**src/rtl/sar_ctrl_pkg.sv**
```systemverilog
// Package: shared types for the successive approximation controller.
// Assumes: nothing beyond standard SystemVerilog.
package sar_ctrl_pkg;

    // Controller phases: waiting for a request, or testing bits.
    typedef enum logic [0:0] {
        SAR_IDLE = 1'b0,
        SAR_RUN  = 1'b1
    } sar_phase_e;

endpackage

```
**src/rtl/sar_seq_fsm.sv**
```systemverilog
// Module: sar_seq_fsm
// Sequences one conversion: accepts a start while idle, then issues one step
// per clock until the bit pointer reports the last bit, then pulses done.
// Assumes: last_i is valid in every running cycle; reset is synchronous.
module sar_seq_fsm
    import sar_ctrl_pkg::*;
(
    input  logic clk,
    input  logic rst_n,
    input  logic start_i,
    input  logic last_i,
    output logic load_o,
    output logic step_o,
    output logic finish_o,
    output logic busy_o,
    output logic done_o
);

    sar_phase_e phase_q;
    sar_phase_e phase_d;
    logic       done_q;

    // Decode the control strobes from the current phase.
    always_comb begin
        load_o   = (phase_q == SAR_IDLE) && start_i;
        step_o   = (phase_q == SAR_RUN);
        finish_o = (phase_q == SAR_RUN) && last_i;
        busy_o   = (phase_q == SAR_RUN);
        done_o   = done_q;
    end

    // Compute the next phase; a start while running is not looked at.
    always_comb begin
        phase_d = phase_q;
        case (phase_q)
            SAR_IDLE: if (start_i) phase_d = SAR_RUN;
            SAR_RUN:  if (last_i)  phase_d = SAR_IDLE;
            default:  phase_d = SAR_IDLE;
        endcase
    end

    // Register the phase and the completion pulse.
    always_ff @(posedge clk) begin
        if (!rst_n) begin
            phase_q <= SAR_IDLE;
            done_q  <= 1'b0;
        end else begin
            phase_q <= phase_d;
            done_q  <= finish_o;
        end
    end

endmodule

```
**src/rtl/sar_bit_ptr.sv**
```systemverilog
// Module: sar_bit_ptr
// One-hot pointer to the bit under test; starts at the MSB and walks down.
// Assumes: load and step are never high together.
module sar_bit_ptr #(
    parameter int WIDTH = 8
) (
    input  logic             clk,
    input  logic             rst_n,
    input  logic             load_i,
    input  logic             step_i,
    output logic [WIDTH-1:0] ptr_o,
    output logic             last_o
);

    localparam logic [WIDTH-1:0] TOP_BIT = {1'b1, {(WIDTH-1){1'b0}}};

    logic [WIDTH-1:0] ptr_q;

    // Load the MSB marker on start, shift it down one place per step.
    always_ff @(posedge clk) begin
        if (!rst_n)      ptr_q <= '0;
        else if (load_i) ptr_q <= TOP_BIT;
        else if (step_i) ptr_q <= ptr_q >> 1;
    end

    // Expose the pointer and flag the final bit.
    always_comb begin
        ptr_o  = ptr_q;
        last_o = ptr_q[0];
    end

endmodule

```
**src/rtl/sar_trial_reg.sv**
```systemverilog
// Module: sar_trial_reg
// The approximation register: per-bit keep/drop decisions and the result.
// Assumes: ptr_i is one-hot while step_i is high; cmp_hi_i is 1 when the
// DAC level for the current trial is above the input.
module sar_trial_reg #(
    parameter int WIDTH = 8
) (
    input  logic             clk,
    input  logic             rst_n,
    input  logic             load_i,
    input  logic             step_i,
    input  logic             finish_i,
    input  logic [WIDTH-1:0] ptr_i,
    input  logic             cmp_hi_i,
    output logic [WIDTH-1:0] trial_o,
    output logic [WIDTH-1:0] result_o
);

    logic [WIDTH-1:0] trial_q;
    logic [WIDTH-1:0] settled;
    logic [WIDTH-1:0] next_ptr;
    logic [WIDTH-1:0] result_q;

    // Position of the bit that becomes the next trial.
    always_comb next_ptr = ptr_i >> 1;

    for (genvar i = 0; i < WIDTH; i++) begin : g_bit
        // Value of this bit once the current decision is applied.
        always_comb settled[i] = ptr_i[i] ? (trial_q[i] & ~cmp_hi_i) : trial_q[i];

        // Per-bit register: seed, decide, raise as next trial, or clear when idle.
        always_ff @(posedge clk) begin
            if (!rst_n)        trial_q[i] <= 1'b0;
            else if (load_i)   trial_q[i] <= (i == WIDTH - 1);
            else if (finish_i) trial_q[i] <= 1'b0;
            else if (step_i)   trial_q[i] <= settled[i] | next_ptr[i];
        end
    end

    // Capture the settled code once the final bit is decided.
    always_ff @(posedge clk) begin
        if (!rst_n)        result_q <= '0;
        else if (finish_i) result_q <= settled;
    end

    // Drive the outputs.
    always_comb begin
        trial_o  = trial_q;
        result_o = result_q;
    end

endmodule

```
**src/rtl/sar_approx_ctrl.sv**
```systemverilog
// Module: sar_approx_ctrl (top)
// Successive approximation control unit: one bit decision per clock, MSB
// first, fixed WIDTH-cycle conversion, one-cycle done with result update.
// Assumes: WIDTH >= 2; the comparator output settles within one clock of a
// trial code change.
module sar_approx_ctrl #(
    parameter int WIDTH = 8
) (
    input  logic             clk,
    input  logic             rst_n,
    input  logic             start,
    input  logic             cmp_hi,
    output logic [WIDTH-1:0] trial_code,
    output logic             busy,
    output logic             done,
    output logic [WIDTH-1:0] result
);

    logic             load_s;
    logic             step_s;
    logic             finish_s;
    logic             last_s;
    logic [WIDTH-1:0] ptr_s;

    sar_seq_fsm u_fsm (
        .clk      (clk),
        .rst_n    (rst_n),
        .start_i  (start),
        .last_i   (last_s),
        .load_o   (load_s),
        .step_o   (step_s),
        .finish_o (finish_s),
        .busy_o   (busy),
        .done_o   (done)
    );

    sar_bit_ptr #(.WIDTH(WIDTH)) u_ptr (
        .clk    (clk),
        .rst_n  (rst_n),
        .load_i (load_s),
        .step_i (step_s),
        .ptr_o  (ptr_s),
        .last_o (last_s)
    );

    sar_trial_reg #(.WIDTH(WIDTH)) u_reg (
        .clk      (clk),
        .rst_n    (rst_n),
        .load_i   (load_s),
        .step_i   (step_s),
        .finish_i (finish_s),
        .ptr_i    (ptr_s),
        .cmp_hi_i (cmp_hi),
        .trial_o  (trial_code),
        .result_o (result)
    );

endmodule

```
**config.mk**
```make
export PLATFORM = sky130hd
export DESIGN_NAME = sar_approx_ctrl
export DESIGN_NICKNAME = d
export VERILOG_FILES = /design/src/rtl/sar_ctrl_pkg.sv /design/src/rtl/sar_seq_fsm.sv /design/src/rtl/sar_bit_ptr.sv /design/src/rtl/sar_trial_reg.sv /design/src/rtl/sar_approx_ctrl.sv
export SDC_FILE = /design/constraint.sdc
export NUM_CORES = 1
export LEC_CHECK = 0
export BUFFER_PORTS_ARGS = -buffer_cell sky130_fd_sc_hd__buf_4
export CORE_MARGIN = 2
export CORE_UTILIZATION = 35
export CTS_BUF_LIST = sky130_fd_sc_hd__clkbuf_8
export CTS_CLUSTER_DIAMETER = 200
export DETAILED_ROUTE_END_ITERATION = 10
export GPL_TIMING_DRIVEN = 0
export SLEW_MARGIN = 20
export SYNTH_ARGS = -nofsm -noshare
export SYNTH_HDL_FRONTEND = slang
export SYNTH_SLANG_ARGS = --single-unit
```
**constraint.sdc**
```tcl
create_clock -name clk -period 2.6 [get_ports clk]
set_clock_uncertainty 0.1 [all_clocks]
set_input_delay 0.39 -clock clk [delete_from_list [all_inputs] [get_ports clk]]
set_output_delay 0.39 -clock clk [all_outputs]
set_load 0.005 [all_outputs]
```
### After elaboration in Yosys (flattened, before gate mapping)

Index checks and enable logic that the tools add are counted.

| storage, ports and cells | value |
|---|---|
| output and inout port bits | 18 |
| register bits | 26 |
| bits of input ports | 4 |

| cells by class | value |
|---|---|
| reduce and logical (&&, ||, !) cells | 6 |
| bitwise gates (word level) | 18 |
| muxes and demuxes | 16 |

Operators with widths:

| kind | number |
|---|---|
| $mux W8 | 2 |
| $mux W1 | 13 |
| $and A1 B1 Y1 | 8 |
| $or A1 B1 Y1 | 7 |
| $not A1 Y1 | 3 |
| $reduce_bool A3 Y1 | 1 |
| $reduce_or A3 Y1 | 1 |
| $logic_and A1 B1 Y1 | 2 |
| $pmux W1 S2 | 1 |
| $reduce_bool A2 Y1 | 1 |
| $reduce_or A2 Y1 | 1 |

### Logic depth before layout (Yosys ltp)

Gate-level depths: netlist of the first run.

| depth | value |
|---|---|
| depth after elaboration | 6 |
| depth in mapped cells | 4 |

### Modules after synthesis

A second synthesis of the first run with hierarchy kept.

| second synthesis, totals | value |
|---|---|
| cells, all modules | 114 |
| area, all modules | 1079.8 sq um |

Modules (own cells, without submodules):

| module | area each (sq um) | sequential area each (sq um) | instances | cells each |
|---|---|---|---|---|
| sar_trial_reg | 704.4 | 320.3 | 1 | 79 |
| sar_bit_ptr | 295.3 | 160.2 | 1 | 27 |
| sar_seq_fsm | 80.1 | 40.0 | 1 | 8 |

### Worst setup path after synthesis of the first run

Ideal clock, no wire load.

| timing | value |
|---|---|
| path type | input port to flip-flop |
| start point | input port cmp_hi |
| end point | register u_reg.result_q[0], in the netlist u_reg.result_o[0] |
| required time | 2385 ps |
| cell stages on the path | 3 |
| library setup time | 115 ps |
| path buffers | 1 |
| data arrival time | 955 ps |
| path slack | 1430 ps |
| cells stage by stage | clkbuf_1 > and4b_1 > o21a_1 |

| on the way | value |
|---|---|
| longest elaborated chain between the ends | 3 |

Ends and longest elaborated chain:

| element | line | text |
|---|---|---|
| start, declared | sar_approx_ctrl.sv:12 | `input logic cmp_hi,` |
| $not A1 Y1 | sar_trial_reg.sv:29 | `always_comb settled[i] = ptr_i[i] ? (trial_q[i] & ~cmp_hi_i) : trial_q[i];` |
| $and A1 B1 Y1 | sar_trial_reg.sv:29 |  |
| $mux W1 | sar_trial_reg.sv:29 |  |
| end signal, assigned | sar_trial_reg.sv:43 | `else if (finish_i) result_q <= settled;` |
| end, declared | sar_trial_reg.sv:22 | `logic [WIDTH-1:0] result_q;` |

Every way passes these cells.
A chain may end at the register's enable or synchronous reset.

### Worst setup path in the final report of the first run

| timing | value |
|---|---|
| start point | register u_fsm.phase_q, in the netlist u_fsm.busy_o |
| end point | output port busy |

RTL lines:

| element | line | text |
|---|---|---|
| start, declared | sar_seq_fsm.sv:19 | `sar_phase_e phase_q;` |
| start signal, assigned | sar_seq_fsm.sv:48 | `phase_q <= phase_d;` |
| end, declared | sar_approx_ctrl.sv:14 | `output logic busy,` |

No word-level cell between the ends.

==> results of run 1 <==
[cell usage in the layout (no fill, tap or decap), types with 2 or more instances in the layout]
cell and instances:
sky130_fd_sc_hd__or3b_1 7, sky130_fd_sc_hd__a21boi_1 7, sky130_fd_sc_hd__a32o_1 2, sky130_fd_sc_hd__clkbuf_1 2, sky130_fd_sc_hd__o21a_1 2, sky130_fd_sc_hd__a211oi_1 6
sky130_fd_sc_hd__dfxtp_1 26, sky130_fd_sc_hd__o2bb2ai_1 6, sky130_fd_sc_hd__mux2i_1 6, sky130_fd_sc_hd__clkbuf_8 3, sky130_fd_sc_hd__nor2b_1 3, sky130_fd_sc_hd__a21bo_2 7
sky130_fd_sc_hd__buf_4 22, sky130_fd_sc_hd__nand2_1 8
[logic make-up (layout without fill, tap and decap cells)]
kind of cell           Yosys count  count (layout)  share of synthesized area, %
AOI/OAI and AO/OA               34              34                         27.43
buffers and inverters            7              31                         4.037
DFF                             26              26                         49.41
muxes                            6               6                         5.701
and+or+nand+nor                 23              23                         13.42
[through the flow]
| stage | hold slack, ns | total power (uW) | cells | worst slack (ns) | utilization (%) |
|---|---|---|---|---|---|
| 4_1_cts | 0.3055 | 819.0 | 151 | 1.292 | 46.83 |
| 6_report | 0.3088 | 806.2 | 151 | 1.311 | 46.83 |
| 5_1_grt | 0.3075 | 835.4 | 151 | 1.252 | 46.83 |
| 2_1_floorplan | 0.3516 | 460.2 | 96 | 1.430 | - |
| 3_3_place_gp | 0.3483 | 483.8 | 147 | 1.279 | 44.29 |
| 3_5_place_dp | 0.3492 | 484.1 | 147 | 1.258 | 44.29 |
[routing by layer]
metal / wire (um) / vias up / global-route usage (%)
met4: 25 / 0 / 4.870
met2: 1061 / 17 / 24.29
met1: 1059 / 373 / 18.14
met5: 0 / - / 0
li1: - / 401 / -
met3: 100 / 4 / 3.516
[area by class of cell]
cell class / instances / area [sq um]
fillers: 279 / 1491
flip-flops and latches: 26 / 520.5
multi-input cells: 63 / 490.5
repair buffers: 20 / 150.1
clock buffers: 3 / 41.29
plain buffers: 6 / 38.79
well taps: 31 / 38.79
clock inverters: 1 / 30.03
inverters: 1 / 3.754
[worst max-delay path by stage]
stage | slack [ns] | endpoint | depth (start not counted)
3_5_place_dp | 1.26 | u_reg.result_o[0]$_SDFFE_PN0P_ | 3
3_3_place_gp | 1.28 | u_reg.result_o[7]$_SDFFE_PN0P_ | 3
2_1_floorplan | 1.43 | u_reg.result_o[0]$_SDFFE_PN0P_ | 3
6_report | 1.31 | busy | 1
5_1_grt | 1.25 | u_reg.result_o[7]$_SDFFE_PN0P_ | 4
4_1_cts | 1.29 | busy | 1
[power by group]
group          internal, uW  total (uW)  switching (uW)  leakage, uW
Sequential              404         411            6.44     0.000210
Clock                   206         333             127    0.0000357
Combinational          30.1        62.5            32.4     0.000261
Total                   641         806             166     0.000507
[flip-flops by register name, summed over array words and instances (netlist names)]
signal and count:
u_reg.result_o 8, u_ptr.ptr_o 8, u_reg.trial_o 8, u_fsm.busy_o 1, u_fsm.done_o 1
==> summary.md, run 1 <==
| Metric | Value |
|---|---|
| Worst r2r path cells | 4 |
| Slew at the pin closest to its max-slew limit | 0.3945 ns |
| Highest clock rate | slightly below 800 MHz |
| Power density normalized to cell area | 613.7 nW/um^2 |
| Starting Density | 37.56% |
| Total vias in the final route | 795 |
| Worst min-delay path endpoint | u_ptr.ptr_o[7]$_SDFFE_PN0P_ |
| Critical hold path startpoint | rst_n |
| Worst r2r src | u_fsm.busy_o$_SDFF_PN0_ |
| Maximum buffer depth of the clock tree | 2 |
| Die X-Extent | 58.87 um |
| CP required | 2.11 ns |
| Net count of the mapped netlist | 100 |
| Cell at the root of the clock tree | sky130_fd_sc_hd__clkbuf_8 |
| Cts bufs inserted | 3 |
| Dominant cell by count in the synthesized netlist | sky130_fd_sc_hd__dfxtp_1 |
| Critical path capture point type | primary output |
| Source-to-sink clock delay at the later pin of the worst-skew pair | between 0.2 and 0.3 ns |
| Critical path, cell by cell | buf_4 |
| Post-route antenna net violation count | 0 |
| Stage delay of the slowest cell on the critical path | slightly below 0.4 ns |
| I/O Buffers | 20 |
| Leakage | 0.0005071 uW |
| Top post-synthesis cells by area | sky130_fd_sc_hd__dfxtp_1 (49%), sky130_fd_sc_hd__a21bo_2 (6.7%), sky130_fd_sc_hd__or3b_1 (5.8%), sky130_fd_sc_hd__mux2i_1 (5.7%), sky130_fd_sc_hd__a21boi_1 (5.0%) |
| Average wire per cell in the routed design | 14.88 um |
| Hold Crit Class | in2reg |
| Average via count per standard cell | 5.265 |
| Run status | complete, but fails checks |
| Clock-pin transition on the worst setup and hold timing paths | 0.09 ns |
| Area Growth Syn to Fin | 24.70% |
| Total die area | 3465 sq um |
| Post-CTS Setup Bufs | 0 |
| Number of warnings printed during yosys synthesis | 0 |
| FF-to-FF End | u_reg.result_o[7]$_SDFFE_PN0P_ |
| Final-stage net count | 125 |
| Largest driver fanout on the critical path | 4 |
| Core Box Area | ~2800 sq um |
| Final global-route overflow total | 0 |
| Final setup viols | 0 |
| Routability Congestion | 0.7349 |
| Total routing resource utilization after global routing | between 10 and 15% |
| Critical path arrival | 0.80 ns |
| Clock tree sinks | 26 |
| Final WL | 2247 um |
| Diode insertion count for antenna repair | 0 |
| Deepest level of the CTS H-tree | 1 |
| Maximum Capacitance Violations | 0 |
| Fraction of layout instances using a drive strength above 1 | 31.67% |
| Worst max-slew margin expressed relative to the limit | about 74% |
| Crit path max-delay family | flip-flops |
| Count of buffer and inverter cells on the critical path | 1 |
| Type of the worst setup path | reg2out |
| Origin of the worst setup path | u_fsm.busy_o$_SDFF_PN0_ |
| Sequential cell area fraction in the yosys report | between 40% and 50% |
| Residual DRC | 1 |
| First-pass GRT wire length | approximately 3800 um |
| Seq cells post-synth | 26 |
| First DRT Iteration DRCs | 6 |
| Synth Area per Inst | 10.97 sq um |
| Final max-slew violation count | 0 |
| TNS Setup | 0 ns |
| Fraction of synthesized cell area taken by the top area cell type | 49.41% |
| Worst hold path cell count | 2 |
| Final-report hold violation count | 0 |
| Placed standard-cell area | 1242 sq um |
| Number of rows created at floorplan | 19 |
| I/O pins | 22 |
| Antenna violations before repair | 0 |
| Most common library cells after synthesis | sky130_fd_sc_hd__dfxtp_1 (26), sky130_fd_sc_hd__nand2_1 (8), sky130_fd_sc_hd__a21bo_2 (7), sky130_fd_sc_hd__a21boi_1 (7), sky130_fd_sc_hd__or3b_1 (7) |
| Share of synthesized flip-flops with an asynchronous set or reset | 0% |
| Post-cts sizing count | 0 |
| Biggest area consumer among synthesized cells | sky130_fd_sc_hd__dfxtp_1 |
| Largest net degree at the start of global routing | 16 |
| Die height | 58.87 um |
| First-pass iteration count of the detailed router | 6 |
| Design Area, Final | approximately 1300 sq um |
| Post-synth EDFFs | 0 |
| Final period demand of the worst path | 1.289 ns |
| Setup repair after global routing missed its margin | false |
| Library cells used by synthesis | 25 |
| Via count of the first global-routing pass | 798 |
| Flop2flop setup slack | around 1.3 ns |
| Post-cts hold buffer count | 0 |
| Period utilization | 49.59% |
| Type of element launching the critical path | flop |
| Violated checks | design-rule violations |
| DP HPWL | 1555 um |
| Clock tree from TritonCTS | built |
| Summed instance area of the synthesized netlist | 1054 sq um |
| Max VDD drop | 262.3 uV |
| Slowest stage cell, crit path | sky130_fd_sc_hd__dfxtp_1 |
| Top FF cell, synth | sky130_fd_sc_hd__dfxtp_1 |
| Number of standard cells after synthesis | 96 |
No activity file was read; power rests on OpenSTA's default activity.
==> run 2: changes to the inputs <==
--- a/config.mk
+++ b/config.mk
@@ -5,6 +5,7 @@
 export SDC_FILE = /design/constraint.sdc
 export NUM_CORES = 1
 export LEC_CHECK = 0
+export ABC_AREA = 1
 export BUFFER_PORTS_ARGS = -buffer_cell sky130_fd_sc_hd__buf_4
 export CORE_MARGIN = 2
 export CORE_UTILIZATION = 35
==> constraint.sdc (replaced) <==
create_clock -name clk -period 1.1 [get_ports clk]
set_clock_uncertainty 0.1 [all_clocks]
set_input_delay 0.165 -clock clk [delete_from_list [all_inputs] [get_ports clk]]
set_output_delay 0.165 -clock clk [all_outputs]
set_load 0.005 [all_outputs]
==> summary.md, run 2 <==
| Metric | Value |
|---|---|
| Number of standard cells after synthesis | 148 (was 96) |
| First-pass GRT wire length | 3470 um (was 3760 um) |
| Final global-route overflow total | 0 (unchanged) |
| Final max-slew violation count | 0 (unchanged) |
| Via count of the first global-routing pass | 798 (unchanged) |
| Final WL | 2109 um (was 2247 um) |
| Dominant cell by count in the synthesized netlist | sky130_fd_sc_hd__nand2_1 (was sky130_fd_sc_hd__dfxtp_1) |
| Summed instance area of the synthesized netlist | 1030 sq um (was 1054 sq um) |
| Source-to-sink clock delay at the later pin of the worst-skew pair | 0.27 ns (about the same) |
| Leading cell type in the layout, fill and taps excluded | sky130_fd_sc_hd__nand2_1 (was sky130_fd_sc_hd__dfxtp_1) |
| Multiplexer fraction of the synthesized cell area | 0% (was 5.701%) |
| Critical path, cell by cell | buf_4 (unchanged) |
| Simple-Gate Fraction of Synth Area | 29.77% (was 13.42%) |
| Hold Crit Class | in2reg (unchanged) |
| Period utilization | 95.61% |
| Synth Area per Inst | 6.958 sq um (was 10.97 sq um) |
| Worst min-delay path endpoint | u_reg.trial_o[7]$_SDFFE_PN0P_ (was u_ptr.ptr_o[7]$_SDFFE_PN0P_) |
| I/O Buffers | 20 (unchanged) |
| Critical path arrival | 0.79 ns (was 0.80 ns) |
| Net count of the mapped netlist | 152 (was 100) |
| Total die area | 3392 sq um (was 3465 sq um) |
| Cell at the root of the clock tree | sky130_fd_sc_hd__clkbuf_8 (unchanged) |
| Die X-Extent | 58.24 um (was 58.87 um) |
| DP HPWL | 1501 um (was 1555 um) |
| Final period demand of the worst path | about 1.1 ns |
| Setup repair after global routing missed its margin | true (was false) |
| Antenna violations before repair | 0 (unchanged) |
| Crit path max-delay family | flip-flops (unchanged) |
| Area Growth Syn to Fin | 26.61% (was 24.70%) |
| Biggest area consumer among synthesized cells | sky130_fd_sc_hd__dfxtp_1 (unchanged) |
| Total vias in the final route | 932 (was 795) |
| Die height | 58.24 um (was 58.87 um) |
| Final setup viols | 0 (unchanged) |
| CP required | 0.83 ns (was 2.11 ns) |
| Worst hold path cell count | 3 (was 2) |
| Levels on crit path | 1 (unchanged) |
| Number of rows created at floorplan | 19 (unchanged) |
| Fraction of layout instances using a drive strength above 1 | 20.35% (was 31.67%) |
| Area fraction in compound gates after synthesis | 9.964% (was 27.43%) |
| Seq cells post-synth | 26 (unchanged) |
| Cts bufs inserted | 3 (unchanged) |
| Type of the worst setup path | reg2out (unchanged) |
| Flop2flop setup slack | 0.06 ns (was 1.34 ns) |
| Worst r2r src | u_fsm.busy_o$_SDFF_PN0_ (unchanged) |
| Slew at the pin closest to its max-slew limit | 0.4181 ns (was 0.3945 ns) |
| Fraction of the mapped netlist area in adder cells | 0% (unchanged) |
| Max VDD drop | 750.9 uV (was 262.3 uV) |
| Sequential cell area fraction in the yosys report | 50.55% (was 49.41%) |
| Top post-synthesis cells by area | sky130_fd_sc_hd__dfxtp_1 (51%), sky130_fd_sc_hd__nand2_1 (17%), sky130_fd_sc_hd__nor2_1 (11%), sky130_fd_sc_hd__a21oi_1 (8.3%), sky130_fd_sc_hd__inv_1 (6.2%) (was sky130_fd_sc_hd__dfxtp_1 (49%), sky130_fd_sc_hd__a21bo_2 (6.7%), sky130_fd_sc_hd__or3b_1 (5.8%), sky130_fd_sc_hd__mux2i_1 (5.7%), sky130_fd_sc_hd__a21boi_1 (5.0%)) |
| Final-report hold violation count | 0 (unchanged) |
| Top FF cell, synth | sky130_fd_sc_hd__dfxtp_1 (unchanged) |
| Post-synth EDFFs | 0 (unchanged) |
| Average via count per standard cell | 4.591 (was 5.265) |
| Combinational family with the most area after synthesis | simple AND/OR/NAND/NOR gates (was compound AO/OA/AOI/OAI gates) |
| Residual DRC | 0 (was 1) |
| Critical hold path startpoint | start (was rst_n) |
| Xor/xnor cell area share of the yosys netlist | 0% (unchanged) |
| Diode insertion count for antenna repair | 0 (unchanged) |
| Library cells used by synthesis | 15 (was 25) |
| Fraction of synthesized cell area taken by the top area cell type | 50.55% (was 49.41%) |
| Power density normalized to cell area | 1240 nW/um^2 (was 613.7 nW/um^2) |
| Final Power | 1616 uW (was 806.2 uW) |
| Run status | finished, final reports clean (was complete, but fails checks) |
| Routability Congestion | 0.7387 (was 0.7349) |
| Critical path capture point type | primary output (unchanged) |
| Total routing resource utilization after global routing | 13.66% (was 14.48%) |
| Leakage | 0.0006232 uW (was 0.0005071 uW) |
| Largest net degree at the start of global routing | 14 (was 16) |
| Clock tree from TritonCTS | built (unchanged) |
| First DRT Iteration DRCs | 20 (was 6) |
| First-pass iteration count of the detailed router | 4 (was 6) |
| Type of element launching the critical path | flop (unchanged) |
| Starting Density | 37.02% (was 37.56%) |
| Count of buffer and inverter cells on the critical path | 1 (unchanged) |
| Slowest stage cell, crit path | sky130_fd_sc_hd__dfxtp_4 (was sky130_fd_sc_hd__dfxtp_1) |
| I/O pins | 22 (unchanged) |
| WHS | 0.05527 ns (was 0.3088 ns) |
| Worst r2r path cells | 5 (was 4) |
| Worst max-slew margin expressed relative to the limit | 72.13% (was 73.55%) |
| Clock tree sinks | 26 (unchanged) |
| Most common library cells after synthesis | sky130_fd_sc_hd__nand2_1 (47), sky130_fd_sc_hd__nor2_1 (29), sky130_fd_sc_hd__dfxtp_1 (26) (was sky130_fd_sc_hd__dfxtp_1 (26), sky130_fd_sc_hd__nand2_1 (8), sky130_fd_sc_hd__a21bo_2 (7), sky130_fd_sc_hd__a21boi_1 (7), sky130_fd_sc_hd__or3b_1 (7)) |
| Largest driver fanout on the critical path | 5 (was 4) |
| Highest clock rate | around 950 MHz |
| Deepest level of the CTS H-tree | 1 (unchanged) |
| Final-stage net count | 178 (was 125) |
| Number of warnings printed during yosys synthesis | 0 (unchanged) |
| FF-to-FF End | u_reg.trial_o[1]$_SDFFE_PP0P_ (was u_reg.result_o[7]$_SDFFE_PN0P_) |
| Post-route antenna net violation count | 0 (unchanged) |
| Maximum Capacitance Violations | 0 (unchanged) |
| Top library cells by usage in the layout, fill and taps aside | sky130_fd_sc_hd__nand2_1 (45), sky130_fd_sc_hd__nor2_1 (28), sky130_fd_sc_hd__dfxtp_1 (24) (was sky130_fd_sc_hd__dfxtp_1 (26), sky130_fd_sc_hd__buf_4 (22), sky130_fd_sc_hd__nand2_1 (8)) |
| Clock-pin transition on the worst setup and hold timing paths | 0.08 ns (was 0.09 ns) |
| Average wire per cell in the routed design | 10.39 um (was 14.88 um) |
| Share of synthesized flip-flops with an asynchronous set or reset | 0% (unchanged) |
| Maximum buffer depth of the clock tree | 2 (unchanged) |
| Stage delay of the slowest cell on the critical path | 0.40 ns (was 0.39 ns) |
| Core Box Area | 2781 sq um (was 2805 sq um) |
==> run 2: where the power goes <==
group	switching, uW	leakage (uW)	total [uW]	internal, uW
clock	282	0.0000216	527	246
combinational	72.9	0.000390	121	48.0
sequential	15.3	0.000211	968	953
total	370	0.000623	1620	1250
==> run 2: how the worst max path moves through the flow <==
stage                                 start                             end
detailed placement  u_fsm.busy_o$_SDFF_PN0_   u_reg.trial_o[2]$_SDFFE_PP0P_
CTS                 u_fsm.busy_o$_SDFF_PN0_   u_reg.trial_o[6]$_SDFFE_PP0P_
global route        u_fsm.busy_o$_SDFF_PN0_  u_reg.result_o[5]$_SDFFE_PN0P_
floorplan           u_fsm.busy_o$_SDFF_PN0_   u_reg.trial_o[1]$_SDFFE_PP0P_
finish              u_fsm.busy_o$_SDFF_PN0_                            busy
global placement    u_fsm.busy_o$_SDFF_PN0_   u_reg.trial_o[1]$_SDFFE_PP0P_
==> run 2: area by class of cell <==
type / count / area, sq um
fillers: 287 / 1478
multi-input cells: 99 / 429.2
flip-flops and latches: 26 / 525.5
clock buffers: 3 / 41.29
well taps: 31 / 38.79
plain buffers: 5 / 38.79
inverters: 18 / 70.07
repair buffers: 21 / 160.2
==> run 2: kinds of logic after synthesis <==
family | count (synthesis)
compound gates | 20
simple gates | 79
flops | 26
buf+inv | 23
==> run 2: stage by stage <==
step	cells	util (%)	setup TNS [ns]	area, sq um	setup slack [ns]
2_1_floorplan	148	-	0	1030	0.03514
3_3_place_gp	199	43.81	-0.7770	1219	-0.06970
3_5_place_dp	199	43.81	-0.9017	1219	-0.07416
4_1_cts	203	45.79	0	1274	0.004356
5_1_grt	203	46.87	-0.02881	1304	-0.01461
6_report	203	46.87	0	1304	0.04824
==> run 2: repair_timing <==
item | in CTS | in global routing
hold endpoints to repair | 1 | 0
hold buffers | 1 | 0
gates resized for setup | 2 | 10
setup endpoints to repair | 23 | 21
buffers inserted | 0 | 0
==> run 2: metal layers <==
metal,global-route usage (%),vias to the layer above,routed length (um)
met3,2.232,5,121
li1,-,494,-
met2,21.43,20,990
met1,17.27,413,941
met5,0,-,0
met4,8.970,0,56
